[src/rtl/rxg_pkg.sv]
package rxg_pkg;
  typedef enum logic [2:0] {
    S_IDLE, S_START, S_DATA, S_PAR, S_STOP1, S_STOP2
  } rx_state_e;

  function automatic logic maj3(input logic a, input logic b, input logic c);
    return (a & b) | (a & c) | (b & c);
  endfunction

  // parity bit a transmitter would have sent for this byte
  function automatic logic exp_parity(input logic [7:0] d, input logic len7,
                                      input logic odd);
    logic [7:0] m;
    m = len7 ? (d & 8'h7f) : d;
    return (^m) ^ odd;
  endfunction

  // shift register fills from the top; 7-bit frames sit one place high
  function automatic logic [7:0] align_data(input logic [7:0] sh, input logic len7);
    return len7 ? {1'b0, sh[7:1]} : sh;
  endfunction
endpackage

[src/rtl/rxg_framer.sv]
module rxg_framer import rxg_pkg::*; #(
  parameter int OSR = 16
) (
  input  logic       clk,
  input  logic       rst_n,
  input  logic       tick,
  input  logic       rx,
  input  logic       cfg_par_en,
  input  logic       cfg_par_odd,
  input  logic       cfg_stop2,
  input  logic       cfg_len7,
  output logic       busy,
  output logic       frame_done,
  output logic       glitch,
  output logic [7:0] f_data,
  output logic       f_stop_ok,
  output logic       f_par_err,
  output logic       f_all_zero
);
  localparam int CW  = $clog2(OSR);
  localparam int MID = OSR / 2;

  rx_state_e      state;
  logic [CW-1:0]  os_cnt;
  logic [2:0]     bit_idx;
  logic [7:0]     sh;
  logic [1:0]     smp;
  logic           par_bit, stop_bit;
  logic           bitv, decide, bit_end;
  logic [2:0]     last_idx;

  assign bitv     = maj3(smp[0], smp[1], rx);
  assign decide   = (os_cnt == CW'(MID + 1));
  assign bit_end  = (os_cnt == CW'(OSR - 1));
  assign last_idx = cfg_len7 ? 3'd6 : 3'd7;

  always_ff @(posedge clk or negedge rst_n) begin
    if (!rst_n) begin
      state      <= S_IDLE;
      os_cnt     <= '0;
      bit_idx    <= '0;
      sh         <= '0;
      smp        <= '0;
      par_bit    <= 1'b0;
      stop_bit   <= 1'b1;
      frame_done <= 1'b0;
      glitch     <= 1'b0;
    end else begin
      frame_done <= 1'b0;
      glitch     <= 1'b0;
      if (tick) begin
        if (state == S_IDLE) begin
          if (!rx) begin
            state  <= S_START;
            os_cnt <= CW'(1);
          end
        end else begin
          os_cnt <= bit_end ? '0 : os_cnt + 1'b1;
          if (os_cnt == CW'(MID - 1)) smp[0] <= rx;
          if (os_cnt == CW'(MID))     smp[1] <= rx;
          case (state)
            S_START: begin
              if (decide && bitv) begin
                state  <= S_IDLE;
                glitch <= 1'b1;
              end else if (bit_end) begin
                state   <= S_DATA;
                bit_idx <= '0;
              end
            end
            S_DATA: begin
              if (decide) sh <= {bitv, sh[7:1]};
              if (bit_end) begin
                if (bit_idx == last_idx) state <= cfg_par_en ? S_PAR : S_STOP1;
                else bit_idx <= bit_idx + 1'b1;
              end
            end
            S_PAR: begin
              if (decide)  par_bit <= bitv;
              if (bit_end) state   <= S_STOP1;
            end
            S_STOP1: begin
              if (decide) begin
                stop_bit <= bitv;
                if (!cfg_stop2) begin
                  frame_done <= 1'b1;
                  state      <= S_IDLE;
                end
              end else if (bit_end) begin
                state <= S_STOP2;
              end
            end
            S_STOP2: begin
              if (decide) begin
                frame_done <= 1'b1;
                state      <= S_IDLE;
              end
            end
            default: state <= S_IDLE;
          endcase
        end
      end
    end
  end

  assign busy       = (state != S_IDLE);
  assign f_data     = align_data(sh, cfg_len7);
  assign f_stop_ok  = stop_bit;
  assign f_par_err  = cfg_par_en && (par_bit != exp_parity(f_data, cfg_len7, cfg_par_odd));
  assign f_all_zero = (f_data == 8'h00) && !(cfg_par_en && par_bit) && !stop_bit;
endmodule

[src/rtl/rxg_fifo.sv]
module rxg_fifo #(
  parameter int DEPTH = 16,
  parameter int W     = 8,
  localparam int AW   = $clog2(DEPTH),
  localparam int LW   = $clog2(DEPTH + 1)
) (
  input  logic          clk,
  input  logic          rst_n,
  input  logic          push,
  input  logic [W-1:0]  din,
  input  logic          pop,
  output logic [W-1:0]  dout,
  output logic [LW-1:0] level,
  output logic          full,
  output logic          empty
);
  logic [W-1:0]  mem [DEPTH];
  logic [AW-1:0] wp, rp;
  logic          do_push, do_pop;

  assign full    = (level == LW'(DEPTH));
  assign empty   = (level == '0);
  assign do_push = push && !full;
  assign do_pop  = pop && !empty;
  assign dout    = mem[rp];

  always_ff @(posedge clk) begin
    if (do_push) mem[wp] <= din;
  end

  always_ff @(posedge clk or negedge rst_n) begin
    if (!rst_n) begin
      wp    <= '0;
      rp    <= '0;
      level <= '0;
    end else begin
      if (do_push) wp <= (wp == AW'(DEPTH - 1)) ? '0 : wp + 1'b1;
      if (do_pop)  rp <= (rp == AW'(DEPTH - 1)) ? '0 : rp + 1'b1;
      case ({do_push, do_pop})
        2'b10:   level <= level + 1'b1;
        2'b01:   level <= level - 1'b1;
        default: level <= level;
      endcase
    end
  end
endmodule

[src/rtl/rxg_idle_timer.sv]
module rxg_idle_timer #(
  parameter int LIMIT = 240,
  localparam int TW   = $clog2(LIMIT + 1)
) (
  input  logic clk,
  input  logic rst_n,
  input  logic tick,
  input  logic busy,
  output logic hit
);
  logic [TW-1:0] cnt;

  always_ff @(posedge clk or negedge rst_n) begin
    if (!rst_n) begin
      cnt <= '0;
      hit <= 1'b0;
    end else begin
      hit <= !busy && tick && (cnt == TW'(LIMIT - 1));
      if (busy)                              cnt <= '0;
      else if (tick && cnt != TW'(LIMIT))    cnt <= cnt + 1'b1;
    end
  end
endmodule

[src/rtl/serial_rx_gate.sv]
module serial_rx_gate import rxg_pkg::*; #(
  parameter int OSR       = 16,
  parameter int DEPTH     = 16,
  parameter int IDLE_BITS = 15,
  localparam int LW       = $clog2(DEPTH + 1)
) (
  input  logic          clk,
  input  logic          rst_n,
  input  logic          os_tick,
  input  logic          rx_in,
  input  logic          cfg_par_en,
  input  logic          cfg_par_odd,
  input  logic          cfg_stop2,
  input  logic          cfg_len7,
  input  logic [LW-1:0] trig_lvl,
  input  logic          rd_en,
  output logic [7:0]    rd_data,
  output logic          rd_valid,
  output logic [LW-1:0] fill_lvl,
  input  logic          ie_full,
  input  logic          ie_ready,
  input  logic          ie_err,
  input  logic          ie_brk,
  input  logic          clr_full,
  input  logic          clr_ready,
  input  logic          clr_err,
  input  logic          clr_brk,
  output logic          flag_full,
  output logic          flag_ready,
  output logic          flag_err,
  output logic          flag_perr,
  output logic          flag_brk,
  output logic          irq_data,
  output logic          irq_status
);
  localparam int IDLE_TICKS = IDLE_BITS * OSR;

  logic       rx_s1, rx_s2;
  logic       busy, frame_done, glitch;
  logic [7:0] f_data;
  logic       f_stop_ok, f_par_err, f_all_zero;
  logic       push, fifo_full, fifo_empty, idle_hit;
  logic       bad_frame;

  always_ff @(posedge clk or negedge rst_n) begin
    if (!rst_n) begin
      rx_s1 <= 1'b1;
      rx_s2 <= 1'b1;
    end else begin
      rx_s1 <= rx_in;
      rx_s2 <= rx_s1;
    end
  end

  rxg_framer #(.OSR(OSR)) u_framer (
    .clk, .rst_n, .tick(os_tick), .rx(rx_s2),
    .cfg_par_en, .cfg_par_odd, .cfg_stop2, .cfg_len7,
    .busy, .frame_done, .glitch, .f_data, .f_stop_ok, .f_par_err, .f_all_zero
  );

  // acceptance gate: good stop bit, room in the FIFO, break flag clear
  assign push      = frame_done && f_stop_ok && !fifo_full && !flag_brk;
  assign bad_frame = frame_done && (!f_stop_ok || f_par_err);

  rxg_fifo #(.DEPTH(DEPTH), .W(8)) u_fifo (
    .clk, .rst_n, .push, .din(f_data), .pop(rd_en),
    .dout(rd_data), .level(fill_lvl), .full(fifo_full), .empty(fifo_empty)
  );

  rxg_idle_timer #(.LIMIT(IDLE_TICKS)) u_idle (
    .clk, .rst_n, .tick(os_tick), .busy, .hit(idle_hit)
  );

  assign rd_valid = !fifo_empty;

  always_ff @(posedge clk or negedge rst_n) begin
    if (!rst_n) begin
      flag_full  <= 1'b0;
      flag_ready <= 1'b0;
      flag_err   <= 1'b0;
      flag_perr  <= 1'b0;
      flag_brk   <= 1'b0;
    end else begin
      flag_full  <= (fill_lvl >= trig_lvl) | (flag_full & ~clr_full);
      flag_ready <= (idle_hit & ~fifo_empty) | (flag_ready & ~clr_ready);
      flag_err   <= bad_frame | (flag_err & ~clr_err);
      flag_perr  <= (frame_done & f_par_err) | (flag_perr & ~clr_err);
      flag_brk   <= (frame_done & f_all_zero) | (flag_brk & ~clr_brk);
    end
  end

  assign irq_data   = (flag_full & ie_full) | (flag_ready & ie_ready);
  assign irq_status = (flag_err & ie_err) | (flag_brk & ie_brk);
endmodule

[config.mk]
export PLATFORM = sky130hd
export DESIGN_NAME = serial_rx_gate
export DESIGN_NICKNAME = d
export VERILOG_FILES = /design/src/rtl/rxg_pkg.sv /design/src/rtl/rxg_framer.sv /design/src/rtl/rxg_fifo.sv /design/src/rtl/rxg_idle_timer.sv /design/src/rtl/serial_rx_gate.sv
export SDC_FILE = /design/constraint.sdc
export NUM_CORES = 1
export LEC_CHECK = 0
export BUFFER_PORTS_ARGS = -buffer_cell sky130_fd_sc_hd__buf_4
export CORE_AREA = 5 5 179 181
export CTS_CLUSTER_DIAMETER = 40
export DETAILED_ROUTE_END_ITERATION = 12
export DIE_AREA = 0 0 184 186
export PLACE_DENSITY = 0.46
export SLEW_MARGIN = 40
export SYNTH_ARGS = -nofsm -noshare
export SYNTH_HDL_FRONTEND = slang
export SYNTH_SLANG_ARGS = --single-unit
[constraint.sdc]
create_clock -name clk -period 2.6 [get_ports clk]
set_input_delay 0.52 -clock clk [delete_from_list [all_inputs] [get_ports clk]]
set_output_delay 0.52 -clock clk [all_outputs]
set_load 0.02 [all_outputs]
==> qor_table.md <==
| Step | Metric | Value |
| --- | --- | --- |
| yosys | Flops & latches, synth | 180 |
| sta | Final critical-path share of the clock period | 101% |
| yosys | Synthesis warning total | 0 |
| sta | Number of endpoints with negative hold slack in the final report | 0 |
| yosys | Leading post-synthesis cells by cell area | sky130_fd_sc_hd__edfxtp_1, sky130_fd_sc_hd__dfrtp_1, sky130_fd_sc_hd__mux4_2 |
| sta | Setup repair after global routing missed its margin | true |
| detailed routing | Antenna Nets Post-Route | 0 |
| flow run | Number of max-capacitance violations reported | 0 |
| yosys | Number of unique standard cell types used by synthesis | 56 |
| yosys | Synthesized Nets | 610 |
| worst setup path | Crit Reg-Reg Startpoint | u_fifo.level[0]$_DFFE_PN0P_ |
| worst setup path | Type of destination of the critical path | output port |
| sta | Time the worst path needs with I/O delays and setup | 2.62 ns |
| die | Horizontal die dimension | 184 um |
| worst setup path | Peak fanout along the critical path | 8 |
| yosys | Number of synthesized flops with an enable pin | 128 |
| die | Die Y-Extent | 186 um |
| worst setup path | Slowest CP cell | sky130_fd_sc_hd__dfrtp_2 |
| sta | Fin worst setup slack | -0.0249 ns |
| global route | Vias in the first global route | 5030 |
| clock tree | Worst skew pair latency | 0.43 ns |
| global route | GRT overflow | 0 |
| worst setup path | Setup Crit Path Kind | register to output port |
| global route | Pin count of the biggest net entering global routing | 53 |
| yosys | Post-synthesis area per instance | 14.2 um2 |
| worst setup path | CP startpoint kind | register |
| sta | Peak Freq | 381 MHz |
| placement | Placed wire-length estimate | 12.0 mm |
| final layout | Final non-filler cell area | 9910 um2 |
| die | Floorplan core area | 30300 um2 |
| die | Number of placed I/O pins | 43 |
| sta | Slew @ Worst Pin | 0.795 ns |
| clock tree | TritonCTS buffer count | 17 |
| yosys | Summed instance area of the synthesized netlist | 8030 um2 |
| final layout | Number of nets at the end of the flow | 687 |
| worst setup path | Worst Reg-to-Reg Cells | 12 |
| power and ir drop | Power, Total | 9070 uW |
| detailed routing | DRT Pass-1 Iters | 6 |
| detailed routing | Drt total wl | 17.9 mm |
| clock tree | Hold-fix buffers, CTS | 0 |
| power and ir drop | Leakage power | 0.00389 uW |
| worst setup path | Critical path's largest stage delay | 0.46 ns |
| yosys | Top-area cell type share of the netlist area | 47.9% |
| global route | Global-route total usage across every layer | 10.8% |
| placement | Placed Area | 9010 um2 |
| die | Initial Util | 26.5% |
| clock tree | Cell chosen for the clock root | sky130_fd_sc_hd__clkbuf_16 |
| yosys | Async set-or-reset flop fraction in the synthesized netlist | 28.9% |
| yosys | Number of instances in the synthesized netlist | 566 |
| worst hold path | Class of the most critical hold timing path | input pin to async pin |
| worst setup path | Arrival @ worst endpoint | 2.10 ns |
| global route | Initial antenna violation count | 0 |
| die | Total die area | 34200 um2 |
| power and ir drop | Total power density per cell area | 916 nW/um2 |
| global route | First-pass GRT wire length | 28.6 mm |
| final layout | Layout Area Growth over Synthesis | 23.4% |
| worst setup path | Crit path cell chain | buf_12 > buf_12 > buf_16 > mux2i_2 > a221oi_2 > a22oi_2 > nand2_1 > buf_6 |
| clock tree | Sinks on Clock Net | 180 |
| yosys | Most common cell in the synthesized netlist | sky130_fd_sc_hd__edfxtp_1 |
| outcome | Status | finished with violations |
| final layout | Final core utilization | 32.7% |
| clock tree | Clock-pin transition on the worst setup and hold timing paths | 0.07 ns |
| placement | Placer's final routability congestion estimate | 0.784 |
| detailed routing | DR iter-0 viols | 345 |
| sta | Rel. slew slack | 46.3% |
| worst setup path | Endpoint of the worst-slack reg-to-reg timing path | u_fifo.level[4]$_DFFE_PN0P_ |
| placement | Total of buffers placed on input and output ports | 42 |
| detailed routing | Routed vias/inst | 4.56 |
| detailed routing | Vias after detailed routing | 4801 |
| worst setup path | CP delay by family, top | buffers and inverters |
| sta | Total setup violations reported at the end of the flow | 2 |
| detailed routing | Drc violations | 0 |
| yosys | Sequential cell area fraction in the yosys report | 64.1% |
| yosys | Flip-flop cell with the highest count after synthesis | sky130_fd_sc_hd__edfxtp_1 |
| yosys | Top cells by instance count after synthesis | sky130_fd_sc_hd__edfxtp_1, sky130_fd_sc_hd__dfrtp_1, sky130_fd_sc_hd__inv_1, sky130_fd_sc_hd__mux2i_1, sky130_fd_sc_hd__o21ai_0 |
| final layout | N_diodes | 0 |
| clock tree | Clock Tree Buf Depth | 2 |
| final layout | Fraction of layout instances using a drive strength above 1 | 28.5% |
| outcome | Violated checks | setup timing |
| clock tree | Clock H-tree levels | 4 |
| yosys | Area leader, netlist | sky130_fd_sc_hd__edfxtp_1 |
| worst setup path | R2R setup slack | 0.25 ns |
| die | # rows | 64 |
| worst setup path | Worst EP required | 2.08 ns |
| detailed routing | Routed len/inst | 17.0 um |
| sta | Number of max-slew violations in the final report | 0 |
| power and ir drop | VDD IR-drop max | 0.000361 V |
| sta | Post-Route Skew | 0.0150 ns |
| clock tree | TritonCTS clock tree | done |
| worst setup path | Most frequent cell on the critical path | sky130_fd_sc_hd__buf_12 |
| worst setup path | Number of buffer and inverter stages on the critical path | 4 |
==> flip-flops by register name, summed over array words and instances (netlist names), 2 cells and up <==
signal,flops
u_fifo.mem,128
u_fifo.wp,4
u_fifo.level,5
u_framer.bit_idx,3
u_idle.cnt,8
u_fifo.rp,4
u_framer.smp,2
u_framer.sh,8
u_framer.os_cnt,4
u_framer.state,3
==> per-stage QoR <==
stage / setup slack (ns) / cells / TNS [ns] / hold WS (ns)
after detailed placement: 0.260 / 1009 / 0 / 0.354
after CTS: -0.0382 / 1051 / -0.179 / 0.146
after global routing: -0.111 / 1052 / -0.765 / 0.160
after floorplan: 0.00911 / 566 / 0 / 0.224
after global placement: 0.240 / 1009 / 0 / 0.347
final: -0.0249 / 1052 / -0.0253 / 0.119
==> worst max-delay path by stage <==
stage,cells after the start,startpoint,slack [ns],end
global placement,12,u_fifo.level[0]$_DFFE_PN0P_,0.24,u_fifo.level[4]$_DFFE_PN0P_
global route,8,u_fifo.rp[0]$_DFFE_PN0P_,-0.11,rd_data[0]
floorplan,13,u_fifo.level[2]$_DFFE_PN0P_,0.009,u_fifo.level[4]$_DFFE_PN0P_
detailed placement,12,u_fifo.level[0]$_DFFE_PN0P_,0.26,u_fifo.level[4]$_DFFE_PN0P_
CTS,6,u_fifo.rp[0]$_DFFE_PN0P_,-0.04,rd_data[6]
finish,8,u_fifo.rp[0]$_DFFE_PN0P_,-0.02,rd_data[6]
==> layer usage <==
layer  track usage, %  vias to the layer above  routed length [um]
met4             2.84                        0                 204
li1                 -                     2290                   -
met1             14.0                     2412                8120
met5                0                        -                   0
met3             2.74                       17                 616
met2             18.3                       82                8990
==> logic make-up after synthesis <==
family / share of synthesized area [%]
AOI/OAI and AO/OA: 8.37
xor gates and xnor gates: 2.40
adders and majority gates: 3.55
buffers and inverters: 2.93
DFF: 64.1
muxes: 11.6
and+or+nand+nor: 7.00
==> timing repair <==
action                                  CTS  global route
buffers inserted                          8             0
gates cloned                              2             1
pin swaps                                 9             6
resized for setup                        23            14
endpoints found under the setup margin    8             8
==> power by group <==
part | total (uW) | internal (uW) | switching, uW
logic | 2970 | 1450 | 1520
registers | 3520 | 3220 | 295
clock network | 2580 | 1380 | 1200
==> layout make-up <==
class | count | area (um2)
Fill cell | 2998 | 20400
Inverter | 32 | 120
Clock inverter | 15 | 183
Timing Repair Buffer | 84 | 785
Sequential cell | 180 | 5150
Clock buffer | 17 | 425
Tap cell | 396 | 495
Multi-Input combinational cell | 328 | 2750
==> cells in the final DEF (no fill, tap or decap), types with 9 or more instances in the layout <==
master	count
sky130_fd_sc_hd__edfxtp_1	128
sky130_fd_sc_hd__buf_4	67
sky130_fd_sc_hd__dfrtp_1	45
sky130_fd_sc_hd__inv_1	31
sky130_fd_sc_hd__mux2i_1	30
sky130_fd_sc_hd__nor2_1	30
sky130_fd_sc_hd__nand2_1	27
sky130_fd_sc_hd__o21ai_0	23
sky130_fd_sc_hd__ha_1	21
sky130_fd_sc_hd__mux2_2	20
sky130_fd_sc_hd__clkbuf_16	18
sky130_fd_sc_hd__a21oi_1	17
sky130_fd_sc_hd__mux4_2	16
sky130_fd_sc_hd__xnor2_1	13
sky130_fd_sc_hd__nand3_1	11
sky130_fd_sc_hd__xor2_1	9
sky130_fd_sc_hd__o21ai_1	9
sky130_fd_sc_hd__buf_6	9
Power figures use the tool's default switching activity.
